### src/rtl/rd_subreq_pkg.sv
package rd_subreq_pkg;

  typedef enum logic [2:0] {
    CMD_IO   = 3'd0,
    CMD_MEM  = 3'd1,
    CMD_LINE = 3'd2,
    CMD_MULT = 3'd3,
    CMD_BLK  = 3'd4
  } rd_cmd_e;

  localparam int REM_W = 16;

  typedef struct packed {
    logic [6:0] take;    // bytes consumed from the range
    logic [4:0] dwords;
    logic [3:0] fbe;
    logic [3:0] lbe;
  } sub_shape_t;

  // Shape of the next piece of a byte range: stops at the 64-byte boundary.
  function automatic sub_shape_t range_shape(input logic [5:0] off,
                                             input logic [REM_W-1:0] rem);
    sub_shape_t s;
    logic [6:0] room;
    logic [6:0] take;
    logic [7:0] span;
    logic [1:0] lastb;
    room  = 7'd64 - {1'b0, off};
    take  = (rem < {{(REM_W-7){1'b0}}, room}) ? rem[6:0] : room;
    span  = {6'd0, off[1:0]} + {1'b0, take} + 8'd3;
    lastb = off[1:0] + take[1:0] - 2'd1;
    s.take   = take;
    s.dwords = span[6:2];
    s.fbe    = 4'hF << off[1:0];
    s.lbe    = 4'hF >> (2'd3 - lastb);
    if (s.dwords == 5'd1) begin
      s.fbe = s.fbe & s.lbe;
      s.lbe = s.fbe;
    end
    return s;
  endfunction

  // True when the set enables form a single unbroken run.
  function automatic logic be_one_run(input logic [7:0] be);
    logic [3:0] runs;
    runs = {3'd0, be[0]};
    for (int i = 1; i < 8; i++) runs = runs + {3'd0, be[i] & ~be[i-1]};
    return runs == 4'd1;
  endfunction

endpackage

### src/rtl/rd_subreq_policy.sv
module rd_subreq_policy
  import rd_subreq_pkg::*;
(
  input  logic [2:0] cmd,
  input  logic       pref_en,
  input  logic       memrd_pf,
  input  logic       line_pf,
  input  logic [2:0] line_depth,
  input  logic       mult_pf,
  input  logic [2:0] mult_depth,
  output logic       pf_en,
  output logic [2:0] pf_depth
);

  always_comb begin
    pf_en    = 1'b0;
    pf_depth = 3'd0;
    case (rd_cmd_e'(cmd))
      CMD_MEM: begin
        pf_en    = pref_en & memrd_pf & line_pf;
        pf_depth = line_depth;
      end
      CMD_LINE: begin
        pf_en    = pref_en & line_pf;
        pf_depth = line_depth;
      end
      CMD_MULT: begin
        pf_en    = pref_en & mult_pf;
        pf_depth = mult_depth;
      end
      default: begin
        pf_en    = 1'b0;
        pf_depth = 3'd0;
      end
    endcase
  end

endmodule

### src/rtl/rd_subreq_credit.sv
module rd_subreq_credit #(
  parameter int NUM_CREDITS = 8,
  parameter int CW          = $clog2(NUM_CREDITS + 1)
) (
  input  logic          clk,
  input  logic          rst_n,
  input  logic          take,
  input  logic          give,
  output logic [CW-1:0] count,
  output logic          avail
);

  localparam logic [CW-1:0] FULL = CW'(NUM_CREDITS);

  always_ff @(posedge clk) begin
    if (!rst_n) begin
      count <= FULL;
    end else begin
      case ({take, give})
        2'b10:   count <= count - 1'b1;
        2'b01:   if (count != FULL) count <= count + 1'b1;
        default: count <= count;
      endcase
    end
  end

  assign avail = (count != '0);

endmodule

### src/rtl/rd_subreq_seq.sv
module rd_subreq_seq
  import rd_subreq_pkg::*;
#(
  parameter int ADDR_W = 32,
  parameter int BCNT_W = 12
) (
  input  logic              clk,
  input  logic              rst_n,
  input  logic              start,
  input  logic              adv,
  input  logic [2:0]        cmd,
  input  logic [ADDR_W-1:0] addr,
  input  logic [7:0]        be,
  input  logic              bus64,
  input  logic [BCNT_W-1:0] bcnt,
  input  logic              pf_en,
  input  logic [2:0]        pf_depth,
  output logic              busy,
  output logic [ADDR_W-1:0] o_addr,
  output logic [4:0]        o_dwords,
  output logic [3:0]        o_fbe,
  output logic [3:0]        o_lbe,
  output logic              done
);

  typedef struct packed {
    logic [ADDR_W-1:0] addr;
    logic [4:0]        dwords;
    logic [3:0]        fbe;
    logic [3:0]        lbe;
  } desc_t;

  localparam logic [REM_W-1:0] BCNT_MAX = REM_W'(1 << BCNT_W);

  logic              range_q, two_q;
  logic [ADDR_W-1:0] cur_q;
  logic [REM_W-1:0]  rem_q;
  desc_t             fix0_q, fix1_q;

  desc_t             nf0, nf1;
  logic              ntwo;
  logic [REM_W-1:0]  start_rem;
  logic              is_blk;
  logic [ADDR_W-1:0] base4, base8;
  logic [3:0]        lo, hi;
  sub_shape_t        shp;
  logic              last;

  assign is_blk = (rd_cmd_e'(cmd) == CMD_BLK);
  assign base4  = {addr[ADDR_W-1:2], 2'b00};
  assign base8  = {addr[ADDR_W-1:3], 3'b000};
  assign lo     = be[3:0];
  assign hi     = be[7:4];

  // First-beat descriptors for reads that are not prefetched.
  always_comb begin
    nf0  = '{addr: base4, dwords: 5'd1, fbe: lo, lbe: lo};
    nf1  = '{addr: base8 + ADDR_W'(4), dwords: 5'd1, fbe: hi, lbe: hi};
    ntwo = 1'b0;
    if (bus64) begin
      if (hi == 4'd0) begin
        nf0 = '{addr: base8, dwords: 5'd1, fbe: lo, lbe: lo};
      end else if (lo == 4'd0) begin
        nf0 = '{addr: base8 + ADDR_W'(4), dwords: 5'd1, fbe: hi, lbe: hi};
      end else if (be_one_run(be)) begin
        nf0 = '{addr: base8, dwords: 5'd2, fbe: lo, lbe: hi};
      end else begin
        nf0  = '{addr: base8, dwords: 5'd1, fbe: lo, lbe: lo};
        ntwo = 1'b1;
      end
    end
  end

  always_comb begin
    if (is_blk)
      start_rem = (bcnt == '0) ? BCNT_MAX : REM_W'(bcnt);
    else
      start_rem = REM_W'(7'd64 - {1'b0, addr[5:2], 2'b00}) +
                  REM_W'({pf_depth, 6'd0});
  end

  assign shp  = range_shape(cur_q[5:0], rem_q);
  assign last = range_q ? (rem_q == REM_W'(shp.take)) : !two_q;

  always_comb begin
    if (range_q) begin
      o_addr   = {cur_q[ADDR_W-1:2], 2'b00};
      o_dwords = shp.dwords;
      o_fbe    = shp.fbe;
      o_lbe    = shp.lbe;
    end else begin
      o_addr   = fix0_q.addr;
      o_dwords = fix0_q.dwords;
      o_fbe    = fix0_q.fbe;
      o_lbe    = fix0_q.lbe;
    end
  end

  always_ff @(posedge clk) begin
    if (!rst_n) begin
      busy    <= 1'b0;
      done    <= 1'b0;
      range_q <= 1'b0;
      two_q   <= 1'b0;
      cur_q   <= '0;
      rem_q   <= '0;
      fix0_q  <= '0;
      fix1_q  <= '0;
    end else begin
      done <= adv & last;
      if (start) begin
        busy    <= 1'b1;
        range_q <= is_blk | pf_en;
        cur_q   <= is_blk ? addr : base4;
        rem_q   <= start_rem;
        fix0_q  <= nf0;
        fix1_q  <= nf1;
        two_q   <= ntwo & ~is_blk & ~pf_en;
      end else if (adv) begin
        if (last) busy <= 1'b0;
        if (range_q) begin
          cur_q <= cur_q + ADDR_W'(shp.take);
          rem_q <= rem_q - REM_W'(shp.take);
        end else if (two_q) begin
          fix0_q <= fix1_q;
          two_q  <= 1'b0;
        end
      end
    end
  end

endmodule

### src/rtl/rd_subreq_gen.sv
module rd_subreq_gen
  import rd_subreq_pkg::*;
#(
  parameter int ADDR_W      = 32,
  parameter int BCNT_W      = 12,
  parameter int NUM_CREDITS = 8
) (
  input  logic              clk,
  input  logic              rst_n,
  input  logic              req_valid,
  output logic              req_ready,
  input  logic [2:0]        req_cmd,
  input  logic [ADDR_W-1:0] req_addr,
  input  logic [7:0]        req_be,
  input  logic              req_bus64,
  input  logic [BCNT_W-1:0] req_bcnt,
  input  logic              cfg_pref_en,
  input  logic              cfg_memrd_pf,
  input  logic              cfg_line_pf,
  input  logic [2:0]        cfg_line_depth,
  input  logic              cfg_mult_pf,
  input  logic [2:0]        cfg_mult_depth,
  output logic              sub_valid,
  input  logic              sub_ready,
  output logic [ADDR_W-1:0] sub_addr,
  output logic [4:0]        sub_dwords,
  output logic [3:0]        sub_first_be,
  output logic [3:0]        sub_last_be,
  input  logic              cpl_ret,
  output logic              done
);

  localparam int CW = $clog2(NUM_CREDITS + 1);

  logic          busy;
  logic          accept;
  logic          issue;
  logic          credit_ok;
  logic [CW-1:0] credit_cnt;
  logic          pf_en;
  logic [2:0]    pf_depth;

  assign req_ready = ~busy;
  assign accept    = req_valid & req_ready;
  assign sub_valid = busy & credit_ok;
  assign issue     = sub_valid & sub_ready;

  rd_subreq_policy u_policy (
    .cmd        (req_cmd),
    .pref_en    (cfg_pref_en),
    .memrd_pf   (cfg_memrd_pf),
    .line_pf    (cfg_line_pf),
    .line_depth (cfg_line_depth),
    .mult_pf    (cfg_mult_pf),
    .mult_depth (cfg_mult_depth),
    .pf_en      (pf_en),
    .pf_depth   (pf_depth)
  );

  rd_subreq_seq #(.ADDR_W(ADDR_W), .BCNT_W(BCNT_W)) u_seq (
    .clk      (clk),
    .rst_n    (rst_n),
    .start    (accept),
    .adv      (issue),
    .cmd      (req_cmd),
    .addr     (req_addr),
    .be       (req_be),
    .bus64    (req_bus64),
    .bcnt     (req_bcnt),
    .pf_en    (pf_en),
    .pf_depth (pf_depth),
    .busy     (busy),
    .o_addr   (sub_addr),
    .o_dwords (sub_dwords),
    .o_fbe    (sub_first_be),
    .o_lbe    (sub_last_be),
    .done     (done)
  );

  rd_subreq_credit #(.NUM_CREDITS(NUM_CREDITS), .CW(CW)) u_credit (
    .clk   (clk),
    .rst_n (rst_n),
    .take  (issue),
    .give  (cpl_ret),
    .count (credit_cnt),
    .avail (credit_ok)
  );

endmodule

### config.mk
export PLATFORM = sky130hd
export DESIGN_NAME = rd_subreq_gen
export DESIGN_NICKNAME = d
export VERILOG_FILES = /design/src/rtl/rd_subreq_pkg.sv /design/src/rtl/rd_subreq_policy.sv /design/src/rtl/rd_subreq_credit.sv /design/src/rtl/rd_subreq_seq.sv /design/src/rtl/rd_subreq_gen.sv
export SDC_FILE = /design/constraint.sdc
export NUM_CORES = 1
export LEC_CHECK = 0
export BUFFER_PORTS_ARGS = -buffer_cell sky130_fd_sc_hd__buf_2
export CELL_PAD_IN_SITES_DETAIL_PLACEMENT = 1
export CELL_PAD_IN_SITES_GLOBAL_PLACEMENT = 2
export CORE_ASPECT_RATIO = 0.5
export CORE_MARGIN = 5
export CORE_UTILIZATION = 36
export CTS_CLUSTER_DIAMETER = 30
export DETAILED_ROUTE_END_ITERATION = 16
export PLACE_DENSITY_LB_ADDON = 0.1
export SLEW_MARGIN = 20
export SYNTH_ARGS = -nofsm -noshare
export SYNTH_HDL_FRONTEND = slang
export SYNTH_SLANG_ARGS = --single-unit
### constraint.sdc
create_clock -name clk -period 11.3 [get_ports clk]
set_input_delay 2.26 -clock clk [delete_from_list [all_inputs] [get_ports clk]]
set_output_delay 2.26 -clock clk [all_outputs]
set_load 0.03 [all_outputs]
Word-level counts from Yosys, hierarchy flattened
Cells that the tools add are included.
- flip-flop bits (word level): 138
- input port bits: 71
- add/sub/neg operators: 20
- $lt $le $gt $ge: 1
- equal/unequal tests: 12
- shift operators: 2
- multiplexer cells: 38
- bitwise operators: 29
- reductions and logical operators: 16
- operators by type and width (kind ; count):
    $mux W45 ; 7
    $mux W32 ; 4
    $mux W16 ; 4
    $add A32 B3 Y32 const B ; 1
    $add A32 B7 Y32 ; 1
    $add A4 B1 Y4 ; 6
    $and A1 B1 Y1 ; 17
    $add A16 B9 Y16 ; 1
    $eq A16 B7 Y1 ; 1
    $lt A16 B7 Y1 ; 1
    $sub A16 B7 Y16 ; 1
    $mux W13 ; 1
    $logic_not A12 Y1 ; 1
    $mux W4 ; 3
    $mux W1 ; 11
    $mux W10 ; 1
    $not A1 Y1 ; 10
    $reduce_bool A2 Y1 ; 5
    $logic_not A4 Y1 ; 2
    $mux W8 ; 1
    $pmux W4 S2 ; 1
    $reduce_and A2 Y1 ; 4
    $sub A7 B6 Y8 const A ; 1
    $add A2 B7 Y7 ; 1
    31 further kinds ; 32

Depth between registers and ports, before layout
Gate-level depths: netlist of run 1.
- depth after elaboration: 17
- gate-level depth with buffers: 26
- mapped depth without buffers: 25

Modules after synthesis
A second synthesis of run 1 with hierarchy kept.
- cell total of the unflattened synthesis: 964
- area total of the unflattened synthesis: 7970.1 um^2
- modules (own cells, without submodules) (module ; instances ; cells an instance ; area an instance (um^2)):
    rd_subreq_seq ; 1 ; 911 ; 7492.2
    rd_subreq_credit ; 1 ; 33 ; 309.0
    rd_subreq_policy ; 1 ; 16 ; 145.1
    rd_subreq_gen ; 1 ; 4 ; 23.8

Worst setup path after synthesis of run 1
No wires, ideal clock.
- path type: reg-to-output
- from: register u_seq.cur_q[1]
- to: output sub_first_be[2]
- data arrival time: 4.930 ns
- required time: 9.040 ns
- setup slack: 4.110 ns
- stages on the path, launching flop included: 22
- path buffers: 1
- cell sequence: dfxtp_1 inv_1 ha_1 nor3b_1 xnor2_1 inv_1 ha_1 o21ai_0 o21bai_2 maj3_2 a21oi_4 clkbuf_1 nor2_1 a21o_1 ha_1 inv_1 ha_1 inv_1 fa_1 nand4_1 o31ai_2 a41oi_1
- word-level cells in the longest chain between the ends: 10
- elaborated cells between the ends (all ways): 14
- classes of those cells: add/sub: 6; order compare: 1; eq/ne: 1; shift: 2; mux: 3; bitwise: 1
- RTL lines (element ; line ; RTL):
    start, declared ; rd_subreq_seq.sv:36 ; logic [ADDR_W-1:0] cur_q;
    start signal, assigned ; rd_subreq_seq.sv:114 ; cur_q <= is_blk ? addr : base4;
    start signal, assigned ; rd_subreq_seq.sv:122 ; cur_q <= cur_q + ADDR_W'(shp.take);
    parallel branches: the longest is 8 deep, another holds $lt A16 B7 Y1 ; -- ;
    $mux W8 * ; rd_subreq_pkg.sv:36 ; if (s.dwords == 5'd1) begin
    $mux W4 * ; rd_subreq_seq.sv:86 ; if (range_q) begin
    end, declared ; rd_subreq_gen.sv:27 ; output logic [3:0] sub_first_be,
Every way passes the cells marked *.

Final worst setup path of run 1
- from: register u_seq.cur_q[1]
- to: output sub_last_be[0]
- word-level cells in the longest chain between the ends: 10
- elaborated cells between the ends (all ways): 14
- classes of those cells: add/sub: 6; order compare: 1; eq/ne: 1; shift: 2; mux: 3; bitwise: 1
- RTL lines (element ; line ; RTL):
    parallel branches: the longest is 8 deep, another holds $lt A16 B7 Y1 ; -- ;
    $mux W8 * ; rd_subreq_pkg.sv:36 ;
    $mux W4 * ; rd_subreq_seq.sv:86 ;
    end, declared ; rd_subreq_gen.sv:28 ; output logic [3:0] sub_last_be,
Marked as above.

==> results of run 1 <==
[final timing paths]
check,endpoint,cells past startpoint,slack [ps]
setup reg to reg,u_seq.cur_q[20]$_SDFFE_PN0P_,25,4450
hold / removal,u_seq.fix0_q[15]$_SDFFE_PN0P_,2,460
hold reg to reg,u_seq.fix0_q[15]$_SDFFE_PN0P_,2,460
setup / recovery,sub_last_be[0],20,2770
[state kept, by name, summed over array words and instances (netlist names)]
name / cells
u_seq.fix0_q: 40
u_seq.fix1_q: 34
u_seq.cur_q: 32
u_seq.rem_q: 16
u_credit.count: 4
u_seq.busy: 1
u_seq.done: 1
u_seq.range_q: 1
u_seq.two_q: 1
[critical path: stages (launching register included)]
cell and delay, ps:
dfxtp_1 510, inv_1 150, ha_1 270, nor3b_1 190, xnor2_1 660, inv_1 330
ha_1 350, o21ai_0 130, o21bai_2 110, maj3_2 410, a21oi_4 400, nor2_1 70
a21o_1 190, ha_1 290, inv_1 60, ha_1 160, inv_1 60, fa_1 450
o31ai_2 470, a41oi_1 280, buf_2 280
[final cells by class]
| cell class | instances | area, um2 |
|---|---|---|
| Inverter | 39 | 146 |
| Sequential cell | 130 | 2600 |
| Fill cell | 2694 | 12300 |
| Clock buffer | 18 | 429 |
| Clock inverter | 14 | 196 |
| Timing Repair Buffer | 126 | 656 |
| Tap cell | 300 | 375 |
| Multi-Input combinational cell | 785 | 5010 |
[layer usage]
| metal | track usage (%) | up-vias | routed length, um |
|---|---|---|---|
| met4 | 5.23 | 0 | 411 |
| met1 | 28.2 | 3678 | 12800 |
| met5 | 0 | - | 0 |
| met3 | 3.63 | 29 | 657 |
| met2 | 36.4 | 96 | 12700 |
| li1 | - | 3743 | - |
[cell families after synthesis]
| family | count (synthesis) |
|---|---|
| multiplexers | 50 |
| adder cells (fa/ha/maj) | 37 |
| AO/OA/AOI/OAI | 276 |
| flip-flops | 130 |
| XOR/XNOR | 42 |
| other | 1 |
| AND/OR/NAND/NOR | 377 |
| buffers and inverters | 96 |
[per-stage QoR]
stage | instance area [um2] | worst slack (ps) | utilization [%] | hold slack [ps] | cells
global placement | 8790 | 3390 | 40.6 | 442 | 1380
CTS | 9420 | 2780 | 43.4 | 457 | 1412
floorplan | 7960 | 4110 | - | 432 | 1011
finish | 9420 | 2770 | 43.4 | 458 | 1412
detailed placement | 8790 | 3260 | 40.6 | 453 | 1380
global route | 9420 | 2360 | 43.4 | 481 | 1412
[synth_stat cells, types with 2 or more instances]
master	instances
nand2_1	194
dfxtp_1	130
a21oi_1	80
nor2_1	58
o21ai_0	57
clkbuf_1	50
inv_1	38
a21boi_0	36
mux2_2	35
a31oi_1	33
ha_1	29
nor3_1	28
nand3_1	22
xnor2_1	22
xor2_1	20
mux2i_1	14
nor2b_1	13
and2_1	8
nand2b_1	8
a211oi_1	7
a21o_1	7
and3_1	7
fa_1	7
nor4_1	7
a311oi_1	6
nand4_1	6
a221oi_1	5
a22oi_1	5
a41oi_1	5
buf_1	5
nor3b_1	5
o211ai_1	4
o21a_1	4
or3_1	4
nor4_2	3
o31ai_1	3
a211o_1	2
and4_1	2
buf_4	2
nand3b_1	2
nand4b_1	2
nor3b_2	2
o41ai_1	2
[report_power, final]
group	internal [uW]	switching (uW)	total (uW)
Combinational	197	352	549
Sequential	500	39.6	540
Clock	355	243	598
Total	1050	634	1690
==> impl_metrics.ini, run 1 <==
[cells_and_area]
drive_gt1_share_pct = 19.7
final_common_cell = nand2_1
fin_nets = 1206
mostFrequentLayoutCells = nand2_1, dfxtp_1, buf_2
insertedDiodeCount = 0
syn_to_final_growth_pct = 18.4

[yosys]
synthSimpleGateAreaFrac_pct = 21.8
synth_compound_area_share_pct = 22.9
yosysTopAreaCell = dfxtp_1
syn_avg_cell_area_um2 = 7.88
post_synth_xor_area_fraction_pct = 4.62
synth_edf_count = 0
syn_area_mm2 = 0.00796
synth-async-reset-ratio_pct = 0
ys_warn_count = 0
synth.area.mux_share_pct = 6.89
synth_top_family_by_area = compound AO/OA/AOI/OAI gates
synth-seq-cells = 130
yosysUniqueCellTypes = 73
post_synth_main_area_contributors = dfxtp_1, nand2_1, a21oi_1, mux2_2, ha_1
syn_inst = 1009
ys.flop_type = dfxtp_1
synth-seq-area-share_pct = 32.7
synth_top_area_share_pct = 32.7
synthAdderAreaFrac_pct = 6.46

[sta]
tightest_slew_ps = 952
finalCriticalPeriod_ps = 8530
finClkSkew_ps = 15.6
drv_slew = 0
hold_viol = 0
fin_crit_sh_pct = 75.5
setup_viol = 0
rsz0062_at_grt = no
slew_headroom_pct = 36.5
finalSetupTns_ps = 0
fmax_mhz = 117

[cts]
ctsResizeCount = 0
clk_latency_ps = 440
h-tree-depth = 4
cts_root_buf = clkbuf_16
clk_pin_slew_ps = 60
cts_tree = done
cts_buffers = 17
hold_buffers = 0
postCtsSetupRepairBufs = 0
clock_sinks = 130
max-clock-path-buffers = 2

[die]
die_h_um = 115
rows = 38
dieArea_mm2 = 0.0254
core_area_mm2 = 0.0217
start_util_pct = 36.7
die_x_um = 220
pin_count = 119

[place]
port_buffers = 116
dp_hpwl_um = 18800
globalplace.congestion = 0.832

[pwr]
power_uw = 1690
vdd_ir_drop_max_uv = 122
power_density_mw_per_mm2 = 179
p_leak_uw = 0.00383

[route]
drc = 0
antenna_left = 0
wl_per_cell_um = 18.8
viasPerCell = 5.34
drt-total-wl_um = 26600
drt_iter0_drc = 316
dr_total_vias = 7546
dr.pass1.iters = 4

[global_routing]
first_global_vias = 7858
track_usage_pct = 21.3
grt-ovfl-total = 0
grt_pass1_wl_um = 42600
grt_max_degree = 99
antenna_found_initial = 0

[worst_setup_path]
crit_path_max_fanout = 14
cp.arrival_ps = 6270
cp.required_ps = 9040
reg2reg_from = u_seq.cur_q[1]$_SDFFE_PN0P_
critPathLaunchType = register
cp-end-kind = primary output
worstSetupStartpoint = u_seq.cur_q[1]$_SDFFE_PN0P_
critPathKind = reg2out

[min_path]
min_path_type = reg2reg
hp-start = u_seq.fix0_q[15]$_SDFFE_PN0P_

[run_status]
outcome = complete, no violations

[run]
maxCapViolations = 0
Note: power is estimated with default switching activity, not from simulation.
==> run 2: changes to the inputs <==
--- a/config.mk
+++ b/config.mk
@@ -5,12 +5,13 @@
 export SDC_FILE = /design/constraint.sdc
 export NUM_CORES = 1
 export LEC_CHECK = 0
+export ABC_AREA = 1
 export BUFFER_PORTS_ARGS = -buffer_cell sky130_fd_sc_hd__buf_2
 export CELL_PAD_IN_SITES_DETAIL_PLACEMENT = 1
 export CELL_PAD_IN_SITES_GLOBAL_PLACEMENT = 2
 export CORE_ASPECT_RATIO = 0.5
 export CORE_MARGIN = 5
-export CORE_UTILIZATION = 36
+export CORE_UTILIZATION = 32
 export CTS_CLUSTER_DIAMETER = 30
 export DETAILED_ROUTE_END_ITERATION = 16
 export PLACE_DENSITY_LB_ADDON = 0.1
==> constraint.sdc (replaced) <==
create_clock -name clk -period 8.43 [get_ports clk]
set_input_delay 1.686 -clock clk [delete_from_list [all_inputs] [get_ports clk]]
set_output_delay 1.686 -clock clk [all_outputs]
set_load 0.03 [all_outputs]
==> run 2 against run 1 <==
Against the previous run:
- clock power up 30%
- worst setup slack worse by 1200 ps
- critical path depth up 4
- critical path type unchanged
- critical endpoint unchanged
==> impl_metrics.ini, run 2 <==
[cts]
max-clock-path-buffers = 2
hold_buffers = 0
cts_root_buf = clkbuf_16
clk_pin_slew_ps = 60
ctsResizeCount = 0
postCtsSetupRepairBufs = 0
h-tree-depth = 4
cts_tree = done
cts_buffers = 17
clk_latency_ps = 420
clock_sinks = 130

[pwr]
p_leak_uw = 0.00447
vdd_ir_drop_max_uv = 139
power_density_mw_per_mm2 = 250

[sta]
tightest_slew_ps = 947
hold_viol = 0
slew_headroom_pct = 36.6
finalSetupTns_ps = 0
finalCriticalPeriod_ps = 6840
drv_slew = 0
finClkSkew_ps = 9.17
fin_crit_sh_pct = 81.2
whs_ps = 475
setup_viol = 0
fmax_mhz = 146
rsz0062_at_grt = no

[yosys]
synth_edf_count = 0
syn_area_mm2 = 0.00806
ys.flop_type = dfxtp_1
synth.area.mux_share_pct = 0.124
ys_warn_count = 0
synth_top_area_share_pct = 32.3
post_synth_main_area_contributors = dfxtp_1, nand2_1, o21ai_0, inv_1, a21oi_1
synth-seq-area-share_pct = 32.3
syn_avg_cell_area_um2 = 6.61
synthSimpleGateAreaFrac_pct = 27.9
synth_top_family_by_area = simple AND/OR/NAND/NOR gates
syn_inst = 1219
yosysTopAreaCell = dfxtp_1
yosysMostFrequentCell = nand2_1
post_synth_xor_area_fraction_pct = 3.46
yosysUniqueCellTypes = 55
synth-seq-cells = 130
synthAdderAreaFrac_pct = 6.24
synth_compound_area_share_pct = 19.8
synth_commonest_cells = nand2_1, inv_1, dfxtp_1
synth-async-reset-ratio_pct = 0

[route]
drt_iter0_drc = 316
dr_total_vias = 8313
antenna_left = 0
drt-total-wl_um = 27700
wl_per_cell_um = 16.6
drc = 0
viasPerCell = 4.99
dr.pass1.iters = 4

[cells_and_area]
insertedDiodeCount = 0
fin_nets = 1417
largest_reg_flops = 40
mostFrequentLayoutCells = nand2_1, inv_1, dfxtp_1
syn_to_final_growth_pct = 18.3
top_regs = u_seq.fix0_q x40, u_seq.fix1_q x34, u_seq.cur_q x32
n_fill_cell = 3270
drive_gt1_share_pct = 14.7
final_common_cell = nand2_1
max_flop_register = u_seq.fix0_q

[worst_setup_path]
cp.arrival_ps = 5160
crit_buf_inv = 7
cp_slowest_cell = dfxtp_1
critPathLaunchType = register
crit_path_max_fanout = 17
critPathKind = reg2out
cp-end-kind = primary output
path_delay_family = adder cells
slowest_delay_ps = 520
cp.required_ps = 6740
path_cells = inv_1 -> ha_1 -> nand2_1 -> xor2_1 -> inv_1 -> ha_1 -> inv_1 -> nor2_1 -> nand4_1 -> nand3_4 -> o21ai_0 -> inv_1 -> ha_1 -> inv_1 -> ha_1 -> inv_1 -> fa_1 -> xor2_1 -> or2_1 -> nor2_4 -> nand2_2 -> nand2_1 -> nand3_1 -> buf_2
cpMostUsedCell = inv_1

[global_routing]
first_global_vias = 8689
antenna_found_initial = 0
grt-ovfl-total = 0
grt_pass1_wl_um = 45300
track_usage_pct = 19.9
grt_max_degree = 72

[die]
pin_count = 119
die_h_um = 122
dieArea_mm2 = 0.0286
start_util_pct = 32.3
die_x_um = 234
rows = 41
core_area_mm2 = 0.0250

[run_status]
outcome = complete, no violations

[run]
maxCapViolations = 0

[place]
globalplace.congestion = 0.829
port_buffers = 116
dp_hpwl_um = 19900

[min_path]
min_path_type = reg2reg
==> run 2: cell types whose count changed in the layout (fill, tap and decap cells not counted), moves of 10 or more <==
cell | before | now
xnor2_1 | 22 | 5
mux2i_1 | 14 | 1
nor2b_1 | 12 | 0
mux2_2 | 35 | 0
a21oi_1 | 80 | 90
nand2_1 | 193 | 298
nor3_1 | 28 | 15
nor2_1 | 58 | 98
a21boi_0 | 36 | 0
inv_1 | 38 | 150
nand3_1 | 22 | 57
nand4_1 | 6 | 16
o21ai_0 | 57 | 128
==> run 2: layer usage <==
| layer | global-route usage (%) | part of all wire [%] |
|---|---|---|
| met4 | 4.15 | 1.0 |
| met1 | 26.3 | 48 |
| met5 | 0 | 0 |
| met3 | 3.19 | 2.8 |
| met2 | 34.5 | 49 |
==> run 2: worst min-delay path: cells and delay by family, from the launching register on <==
family / cells / cell delay, ps
flops: 1 / 310
simple gates: 1 / 60
compound gates: 1 / 50
==> run 2: cell type report <==
| cell class | instances | area (um2) | area share [%] |
|---|---|---|---|
| tap | 344 | 430 | 4.51 |
| timing repair buffer | 126 | 656 | 6.88 |
| multi-input combinational | 879 | 4650 | 48.8 |
| clock buffer | 20 | 457 | 4.79 |
| inverter | 156 | 586 | 6.14 |
| sequential | 130 | 2600 | 27.3 |
| clock inverter | 12 | 153 | 1.60 |
==> run 2: worst paths after layout <==
path	depth (start not counted)	slack [ps]	end	start
max	24	1590	sub_last_be[0]	u_seq.cur_q[1]$_SDFFE_PN0P_
min	2	480	u_seq.fix0_q[9]$_SDFFE_PN0P_	u_seq.fix0_q[9]$_SDFFE_PN0P_
max reg2reg	28	2920	u_seq.cur_q[30]$_SDFFE_PN0P_	u_seq.cur_q[1]$_SDFFE_PN0P_
min reg2reg	2	480	u_seq.fix0_q[9]$_SDFFE_PN0P_	u_seq.fix0_q[9]$_SDFFE_PN0P_
==> run 2: cells by family after synthesis <==
kind of cell	after synthesis
AND/OR/NAND/NOR	522
AO/OA/AOI/OAI	286
adder cells (fa/ha/maj)	36
other	1
multiplexers	1
flip-flops	130
XOR/XNOR	31
buffers and inverters	212
==> run 2: power by group <==
part / switching, uW / internal, uW
clock network: 298 / 482
logic: 591 / 288
registers: 49.7 / 674
==> run 2: stage by stage <==
stage          util [%]  area [um2]  total power [uW]  setup WS [ps]  instances
2_1_floorplan         -        8070              1370           2620       1221
3_3_place_gp       35.7        8920              1590           2140       1635
3_5_place_dp       35.7        8920              1620           1990       1635
4_1_cts            38.2        9530              2420           1520       1667
5_1_grt            38.2        9530              2560           1060       1667
6_report           38.2        9530              2380           1590       1667
==> run 3: changes to the inputs <==
--- a/config.mk
+++ b/config.mk
@@ -11,7 +11,7 @@
 export CELL_PAD_IN_SITES_GLOBAL_PLACEMENT = 2
 export CORE_ASPECT_RATIO = 0.5
 export CORE_MARGIN = 5
-export CORE_UTILIZATION = 32
+export CORE_UTILIZATION = 28
 export CTS_CLUSTER_DIAMETER = 30
 export DETAILED_ROUTE_END_ITERATION = 16
 export PLACE_DENSITY_LB_ADDON = 0.1
==> constraint.sdc (replaced) <==
create_clock -name clk -period 5.7 [get_ports clk]
set_input_delay 1.14 -clock clk [delete_from_list [all_inputs] [get_ports clk]]
set_output_delay 1.14 -clock clk [all_outputs]
set_load 0.03 [all_outputs]
==> run 3 against run 2 <==
Against the previous run:
- global-route usage fell by 1.7 points
- design area rose by 2.0%
- clock skew rose by 4.3 ps
- largest cell class unchanged
==> impl_metrics.ini, run 3 (synthesis gave the netlist of run 2 again) <==
[sta]
hold_viol = 0
fin_crit_sh_pct = 96.5
whs_ps = 472
finalCriticalPeriod_ps = 5500
drv_slew = 0
finClkSkew_ps = 13.5
setup_viol = 0
slew_headroom_pct = 33.3
finalSetupTns_ps = 0
fmax_mhz = 182
tightest_slew_ps = 997

[cts]
clk_latency_ps = 440
max-clock-path-buffers = 2
cts_tree = done
cts_root_buf = clkbuf_16
cts_buffers = 17
clk_pin_slew_ps = 60
clock_sinks = 130
h-tree-depth = 4
hold_buffers = 0

[route]
drt-total-wl_um = 29100
drc = 0
viasPerCell = 4.86
drt_iter0_drc = 267
dr_total_vias = 8313
antenna_left = 0
wl_per_cell_um = 17.0
dr.pass1.iters = 4

[worst_setup_path]
cp.required_ps = 4560
crit_buf_inv = 7
cpMostUsedCell = inv_1
critPathKind = reg2out
path_delay_family = adder cells
cp_slowest_cell = dfxtp_4
cp-end-kind = primary output
rrSetupSlack_ps = 780
slowest_delay_ps = 370
cp.arrival_ps = 4360
crit_path_max_fanout = 5
critPathLaunchType = register

[cells_and_area]
drive_gt1_share_pct = 16.0
insertedDiodeCount = 0
stdcell_area_mm2 = 0.00973
syn_to_final_growth_pct = 20.7
mostFrequentLayoutCells = nand2_1, inv_1, dfxtp_1
seqCellArea_mm2 = 0.00261
n_fill_cell = 3562
max_flop_register = u_seq.fix0_q
multi_input_area_mm2 = 0.00471
largest_reg_flops = 40
top_regs = u_seq.fix0_q x40, u_seq.fix1_q x34, u_seq.cur_q x32
fin_nets = 1422
final_common_cell = nand2_1

[die]
dieArea_mm2 = 0.0325
start_util_pct = 28.7
die_h_um = 130
rows = 43
die_x_um = 250
pin_count = 119
core_area_mm2 = 0.0280

[run_status]
outcome = complete, no violations

[place]
globalplace.congestion = 0.811
port_buffers = 116
dpl_cell_area_mm2 = 0.00899
dp_hpwl_um = 21000

[global_routing]
grt-ovfl-total = 0
first_global_vias = 8776
grt_max_degree = 57
track_usage_pct = 18.1
antenna_found_initial = 0
grt_pass1_wl_um = 46900

[min_path]
min_path_type = reg2reg

[pwr]
p_leak_uw = 0.00452
vdd_ir_drop_max_uv = 210
power_density_mw_per_mm2 = 374

[run]
maxCapViolations = 0
[run 3: cell count changes in the layout (fill, tap and decap cells not counted), sizes merged]
cell      change
clkbuf        -1
clkinvlp      -1
clkinv        -1
buf           +5
inv           +2
bufinv        +1
[run 3: repair_timing]
action / 4_1_cts / 5_1_grt
gates resized for setup: 8 / 12
setup endpoints to repair: 7 / 7
setup buffers: 0 / 2
pin swaps: 1 / 4
[run 3: stage by stage]
step	setup slack, ps	utilization (%)	power [uW]	std cells
floorplan	432	-	2030	1221
global placement	388	32.1	2380	1676
detailed placement	248	32.1	2400	1676
CTS	5.77	34.5	3670	1708
global route	-51.4	34.7	3890	1710
finish	200	34.7	3640	1710
[run 3: worst paths after layout]
| kind | depth (start not counted) | from | to |
|---|---|---|---|
| max | 25 | u_seq.cur_q[1]$_SDFFE_PN0P_ | sub_first_be[2] |
| min | 2 | u_seq.fix0_q[9]$_SDFFE_PN0P_ | u_seq.fix0_q[9]$_SDFFE_PN0P_ |
| max reg2reg | 28 | u_seq.cur_q[1]$_SDFFE_PN0P_ | u_seq.cur_q[28]$_SDFFE_PN0P_ |
| min reg2reg | 2 | u_seq.fix0_q[9]$_SDFFE_PN0P_ | u_seq.fix0_q[9]$_SDFFE_PN0P_ |
[run 3: area by class of cell]
cell class	count	share of cell area (%)
clock buffer	19	4.66
clock inverter	13	2.01
inverter	156	6.02
multi-input combinational	879	48.4
sequential	130	26.8
tap	382	4.91
timing repair buffer	131	7.13
[run 3: report_power, final]
| group | switching, uW | leakage (uW) | internal, uW |
|---|---|---|---|
| Combinational | 890 | 0.00313 | 446 |
| Clock | 464 | 0.000319 | 764 |
| Sequential | 74.3 | 0.00107 | 997 |
| Total | 1430 | 0.00452 | 2210 |
[run 3: worst register-to-register path, delay by kind of cell (launching register included)]
kind                       cells  cell delay, ps
xor gates and xnor gates       2             360
and+or+nand+nor               14            1920
buffers and inverters          5             340
adders and majority gates      4            1200
AOI/OAI and AO/OA              3             650
DFF                            1             370
[run 3: metal layers]
metal / vias to the layer above / routed length (um) / global-route usage [%]
met5: - / 0 / 0
met4: 0 / 384 / 4.93
met3: 24 / 634 / 3.05
met2: 77 / 14500 / 33.0
met1: 4025 / 13600 / 22.5
li1: 4187 / - / -
